[config.mk]
export PLATFORM = sky130hd
export DESIGN_NAME = pcmp_unit
export DESIGN_NICKNAME = d
export VERILOG_FILES = /design/src/rtl/pcmp_pkg.sv /design/src/rtl/pcmp_compare.sv /design/src/rtl/pcmp_lane.sv /design/src/rtl/pcmp_merge.sv /design/src/rtl/pcmp_unit.sv
export SDC_FILE = /design/constraint.sdc
export NUM_CORES = 1
export LEC_CHECK = 0
export BUFFER_PORTS_ARGS = -buffer_cell sky130_fd_sc_hd__buf_2
export CELL_PAD_IN_SITES_DETAIL_PLACEMENT = 0
export CELL_PAD_IN_SITES_GLOBAL_PLACEMENT = 1
export CORE_AREA = 2 2 184 186
export DETAILED_ROUTE_END_ITERATION = 6
export DIE_AREA = 0 0 186 188
export PLACE_DENSITY = 0.81
export SLEW_MARGIN = 10
export SYNTH_ARGS = -nofsm -noshare
export SYNTH_HDL_FRONTEND = slang
export SYNTH_SLANG_ARGS = --single-unit
[constraint.sdc]
create_clock -name clk -period 3.4 [get_ports clk]
set_input_delay 0.17 -clock clk [delete_from_list [all_inputs] [get_ports clk]]
set_output_delay 0.17 -clock clk [all_outputs]
set_load 0.05 [all_outputs]
[src/rtl/pcmp_pkg.sv]
package pcmp_pkg;

    typedef enum logic [2:0] {
        CT_NORM    = 3'd0,
        CT_UNC     = 3'd1,
        CT_AND     = 3'd2,
        CT_OR      = 3'd3,
        CT_ANDORCM = 3'd4,
        CT_ORANDCM = 3'd5,
        CT_RSV6    = 3'd6,
        CT_RSV7    = 3'd7
    } ctype_e;

    typedef enum logic [1:0] {
        RL_EQ  = 2'd0,
        RL_NE  = 2'd1,
        RL_LT  = 2'd2,
        RL_LTU = 2'd3
    } rel_e;

    // write request of one lane towards its two targets
    typedef struct packed {
        logic we1;
        logic v1;
        logic we2;
        logic v2;
    } pwr_t;

endpackage

[src/rtl/pcmp_compare.sv]
module pcmp_compare
    import pcmp_pkg::*;
#(
    parameter int DATA_W = 64
) (
    input  rel_e              rel,
    input  logic [DATA_W-1:0] a,
    input  logic [DATA_W-1:0] b,
    output logic              hit
);

    always_comb begin
        case (rel)
            RL_EQ:   hit = (a == b);
            RL_NE:   hit = (a != b);
            RL_LT:   hit = ($signed(a) < $signed(b));
            default: hit = (a < b);
        endcase
    end

endmodule

[src/rtl/pcmp_lane.sv]
module pcmp_lane
    import pcmp_pkg::*;
#(
    parameter int DATA_W = 64
) (
    input  logic              clk,
    input  logic              rst_n,
    input  logic              valid,
    input  ctype_e            ctype,
    input  rel_e              rel,
    input  logic [DATA_W-1:0] a,
    input  logic [DATA_W-1:0] b,
    input  logic              nat,
    input  logic              qp_val,
    output pwr_t              wr
);

    logic hit;
    logic res;      // result with NaT folded in as false
    logic res_n;    // complement, also forced low by NaT for normal forms
    logic live;

    pcmp_compare #(.DATA_W(DATA_W)) cmp_i (
        .rel (rel),
        .a   (a),
        .b   (b),
        .hit (hit)
    );

    assign res   = hit & ~nat;
    assign res_n = ~hit & ~nat;
    assign live  = valid & qp_val;

    always_comb begin
        wr = '0;
        case (ctype)
            CT_NORM: begin
                if (live) begin
                    wr.we1 = 1'b1;
                    wr.v1  = res;
                    wr.we2 = 1'b1;
                    wr.v2  = res_n;
                end
            end
            CT_UNC: begin
                if (valid) begin
                    wr.we1 = 1'b1;
                    wr.v1  = qp_val & res;
                    wr.we2 = 1'b1;
                    wr.v2  = qp_val & res_n;
                end
            end
            CT_AND: begin
                if (live && !res) begin
                    wr.we1 = 1'b1;
                    wr.we2 = 1'b1;
                end
            end
            CT_OR: begin
                if (live && res) begin
                    wr = '{we1: 1'b1, v1: 1'b1, we2: 1'b1, v2: 1'b1};
                end
            end
            CT_ANDORCM: begin
                if (live && !res) begin
                    wr = '{we1: 1'b1, v1: 1'b0, we2: 1'b1, v2: 1'b1};
                end
            end
            CT_ORANDCM: begin
                if (live && res) begin
                    wr = '{we1: 1'b1, v1: 1'b1, we2: 1'b1, v2: 1'b0};
                end
            end
            default: wr = '0;
        endcase
    end

    assert_and_clears_R5: assert property (@(posedge clk) disable iff (!rst_n)
        (valid && ctype == CT_AND && (wr.we1 || wr.we2)) |-> (!wr.v1 && !wr.v2));

    assert_or_sets_R6: assert property (@(posedge clk) disable iff (!rst_n)
        (valid && ctype == CT_OR && (wr.we1 || wr.we2)) |-> (wr.v1 && wr.v2));

    assert_unc_always_R3: assert property (@(posedge clk) disable iff (!rst_n)
        (valid && ctype == CT_UNC) |-> (wr.we1 && wr.we2));

    assert_nat_zero_R4: assert property (@(posedge clk) disable iff (!rst_n)
        (valid && nat && (ctype == CT_NORM || ctype == CT_UNC)) |-> (!wr.v1 && !wr.v2));

    assert_qp_gate_R9: assert property (@(posedge clk) disable iff (!rst_n)
        (!qp_val && ctype != CT_UNC) |-> (!wr.we1 && !wr.we2));

endmodule

[src/rtl/pcmp_merge.sv]
module pcmp_merge
    import pcmp_pkg::*;
#(
    parameter int LANES = 2,
    parameter int NPRED = 64,
    localparam int IDX_W = $clog2(NPRED)
) (
    input  pwr_t             wr   [LANES],
    input  logic [IDX_W-1:0] idx1 [LANES],
    input  logic [IDX_W-1:0] idx2 [LANES],
    output logic [NPRED-1:0] clr_mask,
    output logic [NPRED-1:0] set_mask
);

    always_comb begin
        clr_mask = '0;
        set_mask = '0;
        for (int l = 0; l < LANES; l++) begin
            if (wr[l].we1) begin
                if (wr[l].v1) set_mask[idx1[l]] = 1'b1;
                else          clr_mask[idx1[l]] = 1'b1;
            end
            if (wr[l].we2) begin
                if (wr[l].v2) set_mask[idx2[l]] = 1'b1;
                else          clr_mask[idx2[l]] = 1'b1;
            end
        end
    end

endmodule

[src/rtl/pcmp_unit.sv]
module pcmp_unit
    import pcmp_pkg::*;
#(
    parameter int LANES  = 2,
    parameter int DATA_W = 64,
    parameter int NPRED  = 64,
    localparam int IDX_W = $clog2(NPRED)
) (
    input  logic                    clk,
    input  logic                    rst_n,
    input  logic [LANES-1:0]        op_valid,
    input  logic [3*LANES-1:0]      op_type,
    input  logic [2*LANES-1:0]      op_rel,
    input  logic [IDX_W*LANES-1:0]  op_qp,
    input  logic [IDX_W*LANES-1:0]  op_p1,
    input  logic [IDX_W*LANES-1:0]  op_p2,
    input  logic [DATA_W*LANES-1:0] op_a,
    input  logic [DATA_W*LANES-1:0] op_b,
    input  logic [LANES-1:0]        op_nat_a,
    input  logic [LANES-1:0]        op_nat_b,
    output logic [NPRED-1:0]        pred_o
);

    localparam logic [NPRED-1:0] PRED_RST = {{(NPRED-1){1'b0}}, 1'b1};

    typedef struct packed {
        logic [NPRED-1:0] pred;
    } state_t;

    state_t st_d, st_q;

    pwr_t             lane_wr [LANES];
    logic [IDX_W-1:0] lane_p1 [LANES];
    logic [IDX_W-1:0] lane_p2 [LANES];
    logic [NPRED-1:0] clr_mask;
    logic [NPRED-1:0] set_mask;

    for (genvar l = 0; l < LANES; l++) begin : g_lane
        logic [IDX_W-1:0] qp_idx;
        assign qp_idx     = op_qp[l*IDX_W +: IDX_W];
        assign lane_p1[l] = op_p1[l*IDX_W +: IDX_W];
        assign lane_p2[l] = op_p2[l*IDX_W +: IDX_W];

        pcmp_lane #(.DATA_W(DATA_W)) lane_i (
            .clk    (clk),
            .rst_n  (rst_n),
            .valid  (op_valid[l]),
            .ctype  (ctype_e'(op_type[l*3 +: 3])),
            .rel    (rel_e'(op_rel[l*2 +: 2])),
            .a      (op_a[l*DATA_W +: DATA_W]),
            .b      (op_b[l*DATA_W +: DATA_W]),
            .nat    (op_nat_a[l] | op_nat_b[l]),
            .qp_val (st_q.pred[qp_idx]),
            .wr     (lane_wr[l])
        );
    end

    pcmp_merge #(.LANES(LANES), .NPRED(NPRED)) merge_i (
        .wr       (lane_wr),
        .idx1     (lane_p1),
        .idx2     (lane_p2),
        .clr_mask (clr_mask),
        .set_mask (set_mask)
    );

    always_comb begin
        st_d = st_q;
        for (int k = 0; k < NPRED; k++) begin
            if (k == 0)           st_d.pred[k] = 1'b1;
            else if (clr_mask[k]) st_d.pred[k] = 1'b0;
            else if (set_mask[k]) st_d.pred[k] = 1'b1;
        end
    end

    always_ff @(posedge clk) begin
        if (!rst_n) st_q <= '{pred: PRED_RST};
        else        st_q <= st_d;
    end

    assign pred_o = st_q.pred;

    assert_p0_fixed_R11: assert property (@(posedge clk) disable iff (!rst_n)
        pred_o[0]);

    for (genvar k = 1; k < NPRED; k++) begin : g_chk
        assert_clear_wins_R10: assert property (@(posedge clk) disable iff (!rst_n)
            clr_mask[k] |=> !pred_o[k]);
        assert_set_lands_R12: assert property (@(posedge clk) disable iff (!rst_n)
            (set_mask[k] && !clr_mask[k]) |=> pred_o[k]);
    end

endmodule

==> run metrics <==
status completed; Async SR Flop Fraction 0; CP Data Arrival Time 3680 ps; initial DRC count between 1,500 and 2,000; Area Growth Syn to Fin 43.6%; Final period util 0.992; FF+latch count, synth 63; clock share of power 0.351; clk buf depth 2; Sink Count 63; Row Count 67; share of power burned in registers 0.232; Root Driver clkbuf_16; routability cong. between 1 and 1.5; most frequent cells in the layout 364 x buf_2, 164 x buf_4, 132 x inv_1; GR Util met3 0.0528; ys flop type dfxtp_1; Pwr Density 211 nW/µm²; GR Layer Usage met2 0.487; M1 GR Usage 0.334; syn_area_per_cell about 7.2 µm²; critical path's slowest cell o41ai_4; CP dominant cell by count buf_6; Yosys Warn Count 0; share of layout cells above drive strength 1 0.372; NetSw 1.18 mW; Static Leak between 6 and 7 nW; I/O pin cnt around 370; final setup skew about 6.2 ps; most common cell after layout, fill and taps aside buf_2; min-delay worst type in -> reg; Cell Area, Synth approximately 11,000 µm²; CP Launch Type flop; Worst-path clk slew 60 ps; aggregate global routing overflow 0; post-route ant nets 0; number of port buffers 372; post-synthesis sequential area ratio 0.118; Slew @ Worst Pin 863 ps; antenna violations before repair 13; Final setup viols 0; Core ar. 33,100 µm²; RSZ-0062 raised after global routing true; H-Tree Depth 3; max cap viols 0; Via density 6.18; DR DRC count 0; Die Wd 186 µm; final wirelength 54.9 mm; Filler cells roughly 3,300; TritonRoute pass-1 iters 5; FMAX 297 MHz; DP Area 14,100 µm²; Slew Limit Fails 0; crit path capture type flop; syn_nets 1,916; Tmin final 3370 ps; non-filler cells, final 2,379; slew margin rel. 0.423; Final Hold Vio Count 0; clock latency on the worst-skew pair 360 ps; routed length per instance about 23 µm; largest net degree at the start of global routing 45; TritonCTS Buffers 9; Total GRT Usage 0.291; worst path cell trace mux4_2, nor2b_1, o41ai_4, o211ai_1, buf_4, a22oi_1, nand2_1, o211ai_4, buf_6, buf_12, buf_6, a221oi_1, a211oi_1, o31a_1; first-pass GRT wire length 78.1 mm; crit-path max FO 6; HPWL Detailed 42.3 mm; die height 188 µm; total die area 35,000 µm²; crit path kind reg -> reg; Design Area, Final roughly 15,000 µm²; R2R Setup Slk 30 ps; CTS tree built; vias in the first global route 13,645; peak supply drop roughly 290 µV; DR vias 14,714; combinational group share of total power 0.417; Starting Density 0.323; Worst EP required around 3700 ps; crit-path max cell delay 510 ps; max FFs per register 63; Yosys cell types 72; Post-synth EDFFs 0; Sw Ratio 0.365; Final #Nets ~2,300; Final Power 3.25 mW; Post-Synthesis Cells approximately 1,500; GR peak layer met2; Internal Power just over 2 mW; WHS about 300 ps; placed cell count ~2,300
-- worst max-delay path: cells and delay by family (launching register included) --
kind / cells / cell delay, ps
compound gates: 7 / 1740
buf+inv: 4 / 620
flops: 1 / 380
mux: 1 / 310
simple gates: 2 / 260
-- routing by layer --
metal / part of all wire / wire (µm) / vias to the layer above
met3: 0.10 / 5760 / 252
met1: 0.35 / 19300 / 6783
met5: 0.00020 / 11 / -
met4: 0.078 / 4270 / 2
li1: - / - / 6598
met2: 0.47 / 25500 / 1079
-- path summary, 6_finish.rpt --
kind                                 start         end  cells past startpoint
worst max-delay path            pred_o[55]  pred_o[52]                     14
worst min-delay path                 rst_n   pred_o[1]                      3
worst max register to register  pred_o[55]  pred_o[52]                     14
worst min register to register  pred_o[13]  pred_o[13]                      3
-- cell usage after synthesis, types with 4 or more instances --
master / number / area, µm²
mux4_2: 18 / 405
a21oi_1: 94 / 470
a31oi_1: 7 / 43.8
or3b_2: 13 / 114
nor2b_1: 16 / 100
o211ai_1: 7 / 52.6
a221oi_1: 59 / 517
nor4_1: 7 / 43.8
nand2b_1: 18 / 113
or3_1: 41 / 257
a21o_1: 7 / 52.6
a211oi_1: 25 / 188
o31a_1: 20 / 175
mux2_2: 6 / 67.6
a22oi_1: 8 / 60.1
and2_1: 7 / 43.8
or2_2: 10 / 62.6
o21ai_0: 95 / 475
and4_1: 34 / 298
nor3_1: 30 / 150
o32ai_1: 55 / 482
buf_1: 14 / 52.6
nand3_1: 24 / 120
nand2_1: 118 / 443
a2111oi_0: 4 / 35.0
nor3b_1: 6 / 45.0
ha_1: 128 / 1600
inv_1: 136 / 510
o22ai_1: 97 / 607
nor2_1: 46 / 173
buf_2: 28 / 140
nand4_1: 36 / 225
dfxtp_1: 63 / 1260
nand3b_1: 21 / 158
a221o_1: 6 / 60.1
clkbuf_1: 97 / 364
mux2i_1: 24 / 240
-- power groups by stage --
stage / logic [mW] / registers [mW] / clock network (mW)
2_1_floorplan: 0.638 / 0.794 / 0
3_3_place_gp: 1.20 / 0.769 / 0
3_5_place_dp: 1.22 / 0.769 / 0
4_1_cts: 1.23 / 0.753 / 1.13
5_1_grt: 1.47 / 0.753 / 1.15
6_report: 1.35 / 0.753 / 1.14
-- area by class of cell --
cell class / count / area (µm²) / area share
Antenna cell: 15 / 37.5 / 0.00244
Clock buffer: 13 / 250 / 0.0163
Clock inverter: 3 / 90.1 / 0.00587
Inverter: 136 / 513 / 0.0334
Multi-Input combinational cell: 1135 / 8880 / 0.578
Sequential cell: 63 / 1260 / 0.0821
Tap cell: 448 / 561 / 0.0365
Timing Repair Buffer: 566 / 3770 / 0.245
-- repair_timing --
action | in CTS | in global routing
pin swaps | 7 | 40
hold buffers | 0 | 0
cloned | 0 | 8
resized for setup | 6 | 106
endpoints found under the hold margin | 0 | 0
setup endpoints to repair | 59 | 63
buffers inserted | 3 | 3
-- through the flow --
stage / utilization / TNS (ps) / setup slack (ps)
global route: 0.463 / -554 / -78.9
floorplan: - / 0 / 15.0
CTS: 0.438 / 0 / 0.113
finish: 0.464 / 0 / 28.1
global placement: 0.425 / -21890 / -407
detailed placement: 0.425 / -25860 / -486
-- cell families after synthesis --
logic type,Yosys count,share of synthesized area
muxes,48,0.0667
DFF,63,0.118
AOI/OAI and AO/OA,510,0.324
buffers and inverters,280,0.103
and+or+nand+nor,446,0.237
adders and majority gates,130,0.152
other,1,0.000351
Note: power is estimated with default switching activity, not from simulation.
